### config.mk
export PLATFORM = sky130hd
export DESIGN_NAME = app_lock_ctrl
export DESIGN_NICKNAME = d
export VERILOG_FILES = /design/src/rtl/app_lock_pkg.sv /design/src/rtl/app_start_judge.sv /design/src/rtl/app_type_store.sv /design/src/rtl/app_lock_ctrl.sv
export SDC_FILE = /design/constraint.sdc
export NUM_CORES = 1
export LEC_CHECK = 0
export ABC_CLOCK_PERIOD_IN_PS = 1800
export BUFFER_PORTS_ARGS = -buffer_cell sky130_fd_sc_hd__buf_2
export CAP_MARGIN = 15
export CORE_AREA = 2 2 39 41
export DETAILED_ROUTE_END_ITERATION = 8
export DIE_AREA = 0 0 41 43
export HOLD_SLACK_MARGIN = 0.12
export MAX_ROUTING_LAYER = met4
export SLEW_MARGIN = 25
export SYNTH_ARGS = -nofsm -noshare
export SYNTH_HDL_FRONTEND = slang
export SYNTH_SLANG_ARGS = --single-unit
### constraint.sdc
create_clock -name clk -period 1.8 [get_ports clk]
set_clock_uncertainty 0.05 [all_clocks]
set_input_delay 0.09 -clock clk [delete_from_list [all_inputs] [get_ports clk]]
set_output_delay 0.09 -clock clk [all_outputs]
set_load 0.01 [all_outputs]
### src/rtl/app_lock_pkg.sv
package app_lock_pkg;

  localparam int TYPE_W = 2;
  localparam int CODE_W = 2;

  typedef logic [TYPE_W-1:0] app_type_t;

  localparam app_type_t TYPE_GENERAL = '0;

  typedef enum logic [CODE_W-1:0] {
    RSN_NONE  = 2'd0,
    RSN_SIG   = 2'd1,
    RSN_IMAGE = 2'd2,
    RSN_LOCK  = 2'd3
  } reason_t;

  // Ordered checks: signature, image class, then lock class.
  function automatic reason_t judge_start(input logic      sig_ok,
                                          input app_type_t req,
                                          input app_type_t img,
                                          input app_type_t locked);
    reason_t r;
    if (!sig_ok)                                     r = RSN_SIG;
    else if (req != img)                             r = RSN_IMAGE;
    else if (req == TYPE_GENERAL)                    r = RSN_LOCK;
    else if (locked != TYPE_GENERAL && req != locked) r = RSN_LOCK;
    else                                             r = RSN_NONE;
    return r;
  endfunction

  // Type the register takes after a granted start.
  function automatic app_type_t type_after_grant(input app_type_t locked,
                                                 input app_type_t req);
    return (locked == TYPE_GENERAL) ? req : locked;
  endfunction

endpackage

### src/rtl/app_start_judge.sv
module app_start_judge
  import app_lock_pkg::*;
(
  input  logic      start_req,
  input  logic      reboot_stb,
  input  logic      sig_ok,
  input  app_type_t req_type,
  input  app_type_t img_type,
  input  app_type_t locked_type,
  output logic      accept,
  output logic      refuse,
  output reason_t   reason
);

  reason_t verdict;

  always_comb begin
    verdict = judge_start(sig_ok, req_type, img_type, locked_type);
    accept  = 1'b0;
    refuse  = 1'b0;
    reason  = RSN_NONE;
    if (start_req && !reboot_stb) begin
      if (verdict == RSN_NONE) begin
        accept = 1'b1;
      end else begin
        refuse = 1'b1;
        reason = verdict;
      end
    end
  end

endmodule

### src/rtl/app_type_store.sv
module app_type_store
  import app_lock_pkg::*;
(
  input  logic      clk,
  input  logic      rst_n,
  input  logic      reboot_stb,
  input  logic      factory_stb,
  input  logic      enroll_stb,
  input  logic      accept,
  input  logic      refuse,
  input  app_type_t req_type,
  output app_type_t type_q,
  output logic      enrolled_q,
  output logic      running_q
);

  logic factory_pend_q;
  logic enroll_ok;
  logic release_lock;

  assign enroll_ok    = enroll_stb && !reboot_stb && (type_q != TYPE_GENERAL) && running_q;
  assign release_lock = reboot_stb && (!enrolled_q || factory_pend_q || factory_stb);

  always_ff @(posedge clk or negedge rst_n) begin
    if (!rst_n) begin
      type_q         <= TYPE_GENERAL;
      enrolled_q     <= 1'b0;
      running_q      <= 1'b0;
      factory_pend_q <= 1'b0;
    end else if (reboot_stb) begin
      running_q      <= 1'b0;
      factory_pend_q <= 1'b0;
      if (release_lock) begin
        type_q     <= TYPE_GENERAL;
        enrolled_q <= 1'b0;
      end
    end else begin
      if (factory_stb) factory_pend_q <= 1'b1;
      if (enroll_ok)   enrolled_q     <= 1'b1;
      if (accept) begin
        type_q    <= type_after_grant(type_q, req_type);
        running_q <= 1'b1;
      end
    end
  end


  refuse_hold_chk: assert property (@(posedge clk) disable iff (!rst_n)
    refuse |=> ($stable(type_q) && $stable(enrolled_q)));


  reboot_release_chk: assert property (@(posedge clk) disable iff (!rst_n)
    (reboot_stb && !enrolled_q) |=> (type_q == TYPE_GENERAL && !running_q));


  enroll_gate_chk: assert property (@(posedge clk) disable iff (!rst_n)
    (enroll_stb && !enrolled_q && (type_q == TYPE_GENERAL || !running_q)) |=> !enrolled_q);


  lock_hold_chk: assert property (@(posedge clk) disable iff (!rst_n)
    (type_q != TYPE_GENERAL && !reboot_stb) |=> (type_q == $past(type_q)));

endmodule

### src/rtl/app_lock_ctrl.sv
module app_lock_ctrl
  import app_lock_pkg::*;
(
  input  logic       clk,
  input  logic       rst_n,
  input  logic       start_req,
  input  logic [1:0] start_type,
  input  logic       sig_ok,
  input  logic [1:0] image_type,
  input  logic       enroll_stb,
  input  logic       factory_stb,
  input  logic       reboot_stb,
  output logic       grant,
  output logic       reject,
  output logic [1:0] reject_code,
  output logic [1:0] cur_type,
  output logic       enrolled,
  output logic       app_running
);

  logic      ev_accept;
  logic      ev_refuse;
  reason_t   ev_reason;
  app_type_t type_q;
  logic      enrolled_q;
  logic      running_q;
  logic      grant_q;
  logic      reject_q;
  reason_t   code_q;

  app_start_judge u_judge (
    .start_req   (start_req),
    .reboot_stb  (reboot_stb),
    .sig_ok      (sig_ok),
    .req_type    (start_type),
    .img_type    (image_type),
    .locked_type (type_q),
    .accept      (ev_accept),
    .refuse      (ev_refuse),
    .reason      (ev_reason)
  );

  app_type_store u_store (
    .clk         (clk),
    .rst_n       (rst_n),
    .reboot_stb  (reboot_stb),
    .factory_stb (factory_stb),
    .enroll_stb  (enroll_stb),
    .accept      (ev_accept),
    .refuse      (ev_refuse),
    .req_type    (start_type),
    .type_q      (type_q),
    .enrolled_q  (enrolled_q),
    .running_q   (running_q)
  );

  always_ff @(posedge clk or negedge rst_n) begin
    if (!rst_n) begin
      grant_q  <= 1'b0;
      reject_q <= 1'b0;
      code_q   <= RSN_NONE;
    end else begin
      grant_q  <= ev_accept;
      reject_q <= ev_refuse;
      code_q   <= ev_reason;
    end
  end

  assign grant       = grant_q;
  assign reject      = reject_q;
  assign reject_code = code_q;
  assign cur_type    = type_q;
  assign enrolled    = enrolled_q;
  assign app_running = running_q;


  grant_reject_excl_chk: assert property (@(posedge clk) disable iff (!rst_n)
    !(grant && reject));


  code_quiet_chk: assert property (@(posedge clk) disable iff (!rst_n)
    !reject |-> (reject_code == 2'd0));


  bad_sig_chk: assert property (@(posedge clk) disable iff (!rst_n)
    (start_req && !sig_ok && !reboot_stb) |=> (reject && reject_code == 2'd1));


  reboot_wins_chk: assert property (@(posedge clk) disable iff (!rst_n)
    reboot_stb |=> (!grant && !reject && !app_running));


  grant_runs_chk: assert property (@(posedge clk) disable iff (!rst_n)
    grant |-> (app_running && cur_type != 2'd0));

endmodule

=== Word level (Yosys, flattened, before mapping) ===
Cells that the tools add are included.

* Reduce and logical (&&, ||, !) cells: 20
* Equality and inequality tests: 3
* Mux-type cells: 21

{| class="wikitable"
|+ Operators by type and width
! kind !! count
|-
| 2-bit two-way mux || 10
|-
| 1-bit two-way mux || 11
|-
| 2-bit nonzero test || 5
|-
| 1-bit logical AND || 6
|-
| 2-bit zero test || 3
|-
| 2-bit inequality test || 2
|-
| 3-bit AND reduction || 1
|-
| 1-bit zero test || 2
|-
| 1-bit logical OR || 2
|-
| 2-bit by 1-bit inequality test with 1-bit output (second input constant) || 1
|-
| 2-bit AND reduction || 1
|}

* Input port bits: 11
* Bits in registers: 9
* Output and inout bits: 8

=== Longest topological paths before layout ===
* Word-level depth: 11
* Mapped depth: 4
* Gate-level depth less buffers: 4

=== By module ===
From an unflattened synthesis, not the netlist that was laid out.

* Cells, all modules: 47
* Area, all modules: 446.7 um^2

{| class="wikitable"
|+ Modules (own cells, without submodules)
! module !! area each (um^2) !! times used !! cells an instance
|-
| app_type_store || 217.7 || 1 || 19
|-
| app_start_judge || 128.9 || 1 || 24
|-
| app_lock_ctrl || 100.1 || 1 || 4
|}

=== Worst setup path after synthesis ===
Ideal clock, no wire load.

* Path kind: reg2reg
* From: reg u_store.type_q[0]
* To: reg u_store.type_q[0]
* Required time: 1.628 ns
* Stages on the path, launching flop included: 5
* Path buffers: 0
* Setup time: 0.122 ns
* Slack: 0.494 ns
* Arrival time: 1.134 ns
* Period minus slack after synthesis: 1.306 ns
* Cells stage by stage: dfrtp_1 xnor2_1 a32oi_2 a21oi_2 a32o_1

* Longest elaborated chain between the ends: 11
* Elaborated cells on any way between the ends: 14

{| class="wikitable"
|+ Ends and longest elaborated chain
! item !! line !! RTL
|-
| start: declaration || app_type_store.sv:12 || <nowiki>output app_type_t type_q,</nowiki>
|-
| start signal: assignment || app_type_store.sv:41 || <nowiki>type_q <= type_after_grant(type_q, req_type);</nowiki>
|-
| 2-bit inequality test or 2-bit nonzero test (tied branches) || app_lock_pkg.sv:26 || <nowiki>else if (locked != TYPE_GENERAL && req != locked) r = RSN_LOCK;</nowiki>
|-
| 1-bit logical AND * || app_lock_pkg.sv:26 ||
|-
| 2-bit two-way mux * || app_lock_pkg.sv:26 ||
|-
| 2-bit two-way mux * || app_lock_pkg.sv:25 || <nowiki>else if (req == TYPE_GENERAL) r = RSN_LOCK;</nowiki>
|-
| 2-bit two-way mux * || app_lock_pkg.sv:24 || <nowiki>else if (req != img) r = RSN_IMAGE;</nowiki>
|-
| 2-bit two-way mux * || app_lock_pkg.sv:23 || <nowiki>if (!sig_ok) r = RSN_SIG;</nowiki>
|-
| 2-bit zero test * || app_start_judge.sv:23 || <nowiki>if (verdict == RSN_NONE) begin</nowiki>
|-
| 1-bit two-way mux * || app_start_judge.sv:23 ||
|-
| 1-bit two-way mux * || app_start_judge.sv:22 || <nowiki>if (start_req && !reboot_stb) begin</nowiki>
|-
| net ev_accept || app_lock_ctrl.sv:21 || <nowiki>logic ev_accept;</nowiki>
|-
| 2-bit nonzero test (no line) * || n/a ||
|-
| 3-bit AND reduction (no line) * || n/a ||
|}

Mark *: on every way through the listed nets, which the timed path passes. The rest lies on a longest branch.
A chain may end at the register's enable or synchronous reset.

=== Final worst setup path ===
* From: in start_type[0]
* To: reg code_q[0], in the netlist reject_code[0]

* Longest elaborated chain between the ends: 9
* Elaborated cells on any way between the ends: 11

{| class="wikitable"
|+ Ends and longest elaborated chain
! item !! line !! RTL
|-
| start: declaration || app_lock_ctrl.sv:7 || <nowiki>input logic [1:0] start_type,</nowiki>
|-
| 2-bit inequality test || app_lock_pkg.sv:26 ||
|-
| 1-bit logical AND || app_lock_pkg.sv:26 ||
|-
| 2-bit two-way mux || app_lock_pkg.sv:26 ||
|-
| 2-bit two-way mux || app_lock_pkg.sv:25 ||
|-
| 2-bit two-way mux * || app_lock_pkg.sv:24 ||
|-
| 2-bit two-way mux * || app_lock_pkg.sv:23 ||
|-
| 2-bit zero test || app_start_judge.sv:23 ||
|-
| 2-bit two-way mux * || app_start_judge.sv:23 ||
|-
| 2-bit two-way mux * || app_start_judge.sv:22 ||
|-
| net ev_reason[0] || app_lock_ctrl.sv:23 || <nowiki>reason_t ev_reason;</nowiki>
|-
| end signal: assignment || app_lock_ctrl.sv:65 || <nowiki>code_q <= ev_reason;</nowiki>
|-
| end: declaration || app_lock_ctrl.sv:29 || <nowiki>reason_t code_q;</nowiki>
|}

Marks and branches as above.

==> impl_metrics.py <==
metrics = {
    "status": {
        "status": "finished clean",
    },
    "critical_path": {
        "cp_data_arrival_time_ns": 1.83,
        "worstPathMaxFanout": 5,
        "cp-start-kind": "input pin",
        "worstPathRequired_ns": 1.95,
        "end_kind": "flip-flop",
        "crit_type": "input pin to flip-flop",
    },
    "layout": {
        "fin_area_um2": 660.6,
        "antenna_cells": 0,
        "mostFrequentLayoutCells": "buf_2 (18), nor2_1 (7), dfrtp_1 (7), dlygate4sd3_1 (7), nand2_1 (6)",
        "syn_to_final_growth_pct": 53.94,
        "nets": 86,
        "layout-drive-gt1-share": 0.4189,
        "final_common_cell": "buf_2",
        "fillers": 145,
    },
    "drt": {
        "drt_iter0_drc": 9,
        "dr_total_vias": 435,
        "totalWireLength_mm": 1.003,
        "viasPerCell": 4.833,
        "drcViolationCount": 0,
        "drtPass1Iterations": 3,
        "ant_nets": 0,
        "drt-wirelength-per-cell_um": 11.14,
    },
    "logic_synthesis": {
        "synth_seq_cells": 9,
        "yosys_warnings": 0,
        "syn_avg_cell_area_um2": 9.981,
        "syn_area_um2": 429.2,
        "syn-instance-count": 43,
        "synth-seq-area-share": 0.5248,
        "synth_cell_types": 19,
        "synth_fp_nets": 54,
    },
    "die": {
        "rows": 14,
        "ioPinCount": 19,
        "dieHeight_um": 43,
        "dieArea_um2": 1763,
        "core_um2": 1384,
        "start_util": 0.3101,
        "die_x_um": 41,
    },
    "pwr": {
        "powerDensity_nw_per_um2": 650.3,
        "finalPower_uw": 429.6,
        "leakage_nw": 0.3333,
        "peakVddDrop_uv": 445.6,
    },
    "global_routing": {
        "antenna_found_initial": 0,
        "globalRouteOverflowTotal": 0,
        "grt_usage": 0.1381,
        "grt_max_degree": 10,
        "first_global_vias": 430,
        "grt_pass1_wl_mm": 1.614,
    },
    "cts": {
        "clock_sinks": 9,
        "cts_tree": "built",
        "cts_root_buf": "clkbuf_4",
        "cts_buffers": 3,
        "htree_levels": 1,
        "clk_path_buf_depth": 2,
        "clock_latency_ns": 0.26,
        "clk_pin_slew_ns": 0.06,
    },
    "min_path": {
        "min_path_type": "input pin to flip-flop",
    },
    "timing": {
        "relSlewSlack": 0.8381,
        "drv_slew": 0,
        "worst_pin_slew_ns": 0.2411,
        "rsz0062_at_grt": "no",
        "whs_ns": 0.1348,
        "fin_tns_setup_ns": 0,
        "setup_viol": 0,
        "setup_ws_ns": 0.1208,
        "timing.final.hold_violations": 0,
        "fmax_ghz": 0.5955,
        "period_share": 0.9329,
        "min_period_ns": 1.679,
    },
    "placed_design": {
        "hpwlAfterDp_um": 724.4,
        "finalWeightedCongestion": 0.7570,
        "place_area_um2": 539.3,
        "dpl_worst_slack_ns": 0.4582,
        "portBuffers": 18,
    },
    "job": {
        "max_cap_violations": 0,
    },
}
==> final timing paths <==
| check | to | slack, ns | cells after the start | startpoint |
|---|---|---|---|---|
| max | reject_code[0]$_DFF_PN0_ | 0.12 | 7 | start_type[0] |
| min | u_store.enrolled_q$_DFFE_PN0P_ | 0.13 | 4 | enroll_stb |
| max reg2reg | reject_code[0]$_DFF_PN0_ | 0.13 | 5 | u_store.type_q[1]$_DFFE_PN0P_ |
| min reg2reg | u_store.enrolled_q$_DFFE_PN0P_ | 0.47 | 1 | u_store.enrolled_q$_DFFE_PN0P_ |
| max in group asynchronous | u_store.type_q[1]$_DFFE_PN0P_ | 1.34 | 2 | rst_n |
| min in group asynchronous | u_store.running_q$_DFFE_PN0P_ | 0.16 | 2 | rst_n |
==> cells in the mapped netlist <==
library cell | n | area [um^2]
xnor2_1 | 1 | 8.760
a32o_1 | 1 | 10.01
and2b_2 | 1 | 8.760
nand2_1 | 6 | 22.52
nor2_1 | 8 | 30.03
a21oi_2 | 1 | 8.760
a21o_2 | 1 | 8.760
dfrtp_1 | 9 | 225.2
inv_1 | 2 | 7.510
o2bb2ai_1 | 1 | 8.760
and4_1 | 1 | 8.760
a41oi_1 | 1 | 8.760
a32oi_2 | 1 | 16.27
and2_1 | 2 | 12.51
o21a_1 | 1 | 7.510
o21ai_0 | 1 | 5.000
nand3_1 | 3 | 15.01
a22o_2 | 1 | 10.01
a31oi_1 | 1 | 6.260
==> critical path, cell delays in order <==
cell and delay, ns:
dlygate4sd3_1 0.53, buf_2 0.16, nor2_4 0.13, o2bb2ai_1 0.13, nand3_1 0.11, a31oi_1 0.13
dlygate4sd3_1 0.56
==> sequential cells by signal, summed over array words and instances, names as in the netlist <==
register / count
u_store.factory_pend_q: 1
u_store.type_q: 2
grant: 1
u_store.running_q: 1
u_store.enrolled_q: 1
reject: 1
reject_code: 2
==> power by group <==
| part | internal (mW) | total [mW] | switching (mW) |
|---|---|---|---|
| clock | 0.0851 | 0.151 | 0.0659 |
| combinational | 0.0337 | 0.0670 | 0.0333 |
| sequential | 0.209 | 0.212 | 0.00257 |
==> area by class of cell <==
| type | count | area [um^2] | share of cell area |
|---|---|---|---|
| Timing Repair Buffer | 27 | 175.2 | 0.2652 |
| Inverter | 2 | 7.507 | 0.01136 |
| Clock buffer | 4 | 26.28 | 0.03977 |
| Sequential cell | 9 | 227.7 | 0.3447 |
| Multi-Input combinational cell | 32 | 203.9 | 0.3087 |
| Tap cell | 16 | 20.02 | 0.03030 |
==> metrics by stage <==
stage,std cells,utilization
floorplan,43,-
global placement,77,0.3897
detailed placement,77,0.3897
finish,90,0.4774
CTS,88,0.4593
global route,90,0.4774
==> layer usage <==
| metal | up-vias | wire, um | track usage |
|---|---|---|---|
| li1 | 216 | - | - |
| met5 | - | 0 | - |
| met3 | 2 | 71 | 0.09424 |
| met4 | 0 | 16 | 0.01333 |
| met1 | 203 | 421 | 0.1556 |
| met2 | 14 | 493 | 0.2063 |
==> logic make-up (layout without fill, tap and decap cells) <==
group | Yosys count | after routing | synth area share
AND/OR/NAND/NOR | 21 | 21 | 0.2274
AO/OA/AOI/OAI | 10 | 10 | 0.2099
flip-flops | 9 | 9 | 0.5248
buffers and inverters | 2 | 33 | 0.01750
XOR/XNOR | 1 | 1 | 0.02041
==> what timing repair did <==
action / CTS / global route
hold buffers: 7 / 0
setup endpoints to repair: 0 / 1
buffers inserted: 0 / 2
resized for setup: 0 / 4
hold endpoints to repair: 16 / 0
No activity file was read; power rests on OpenSTA's default activity.
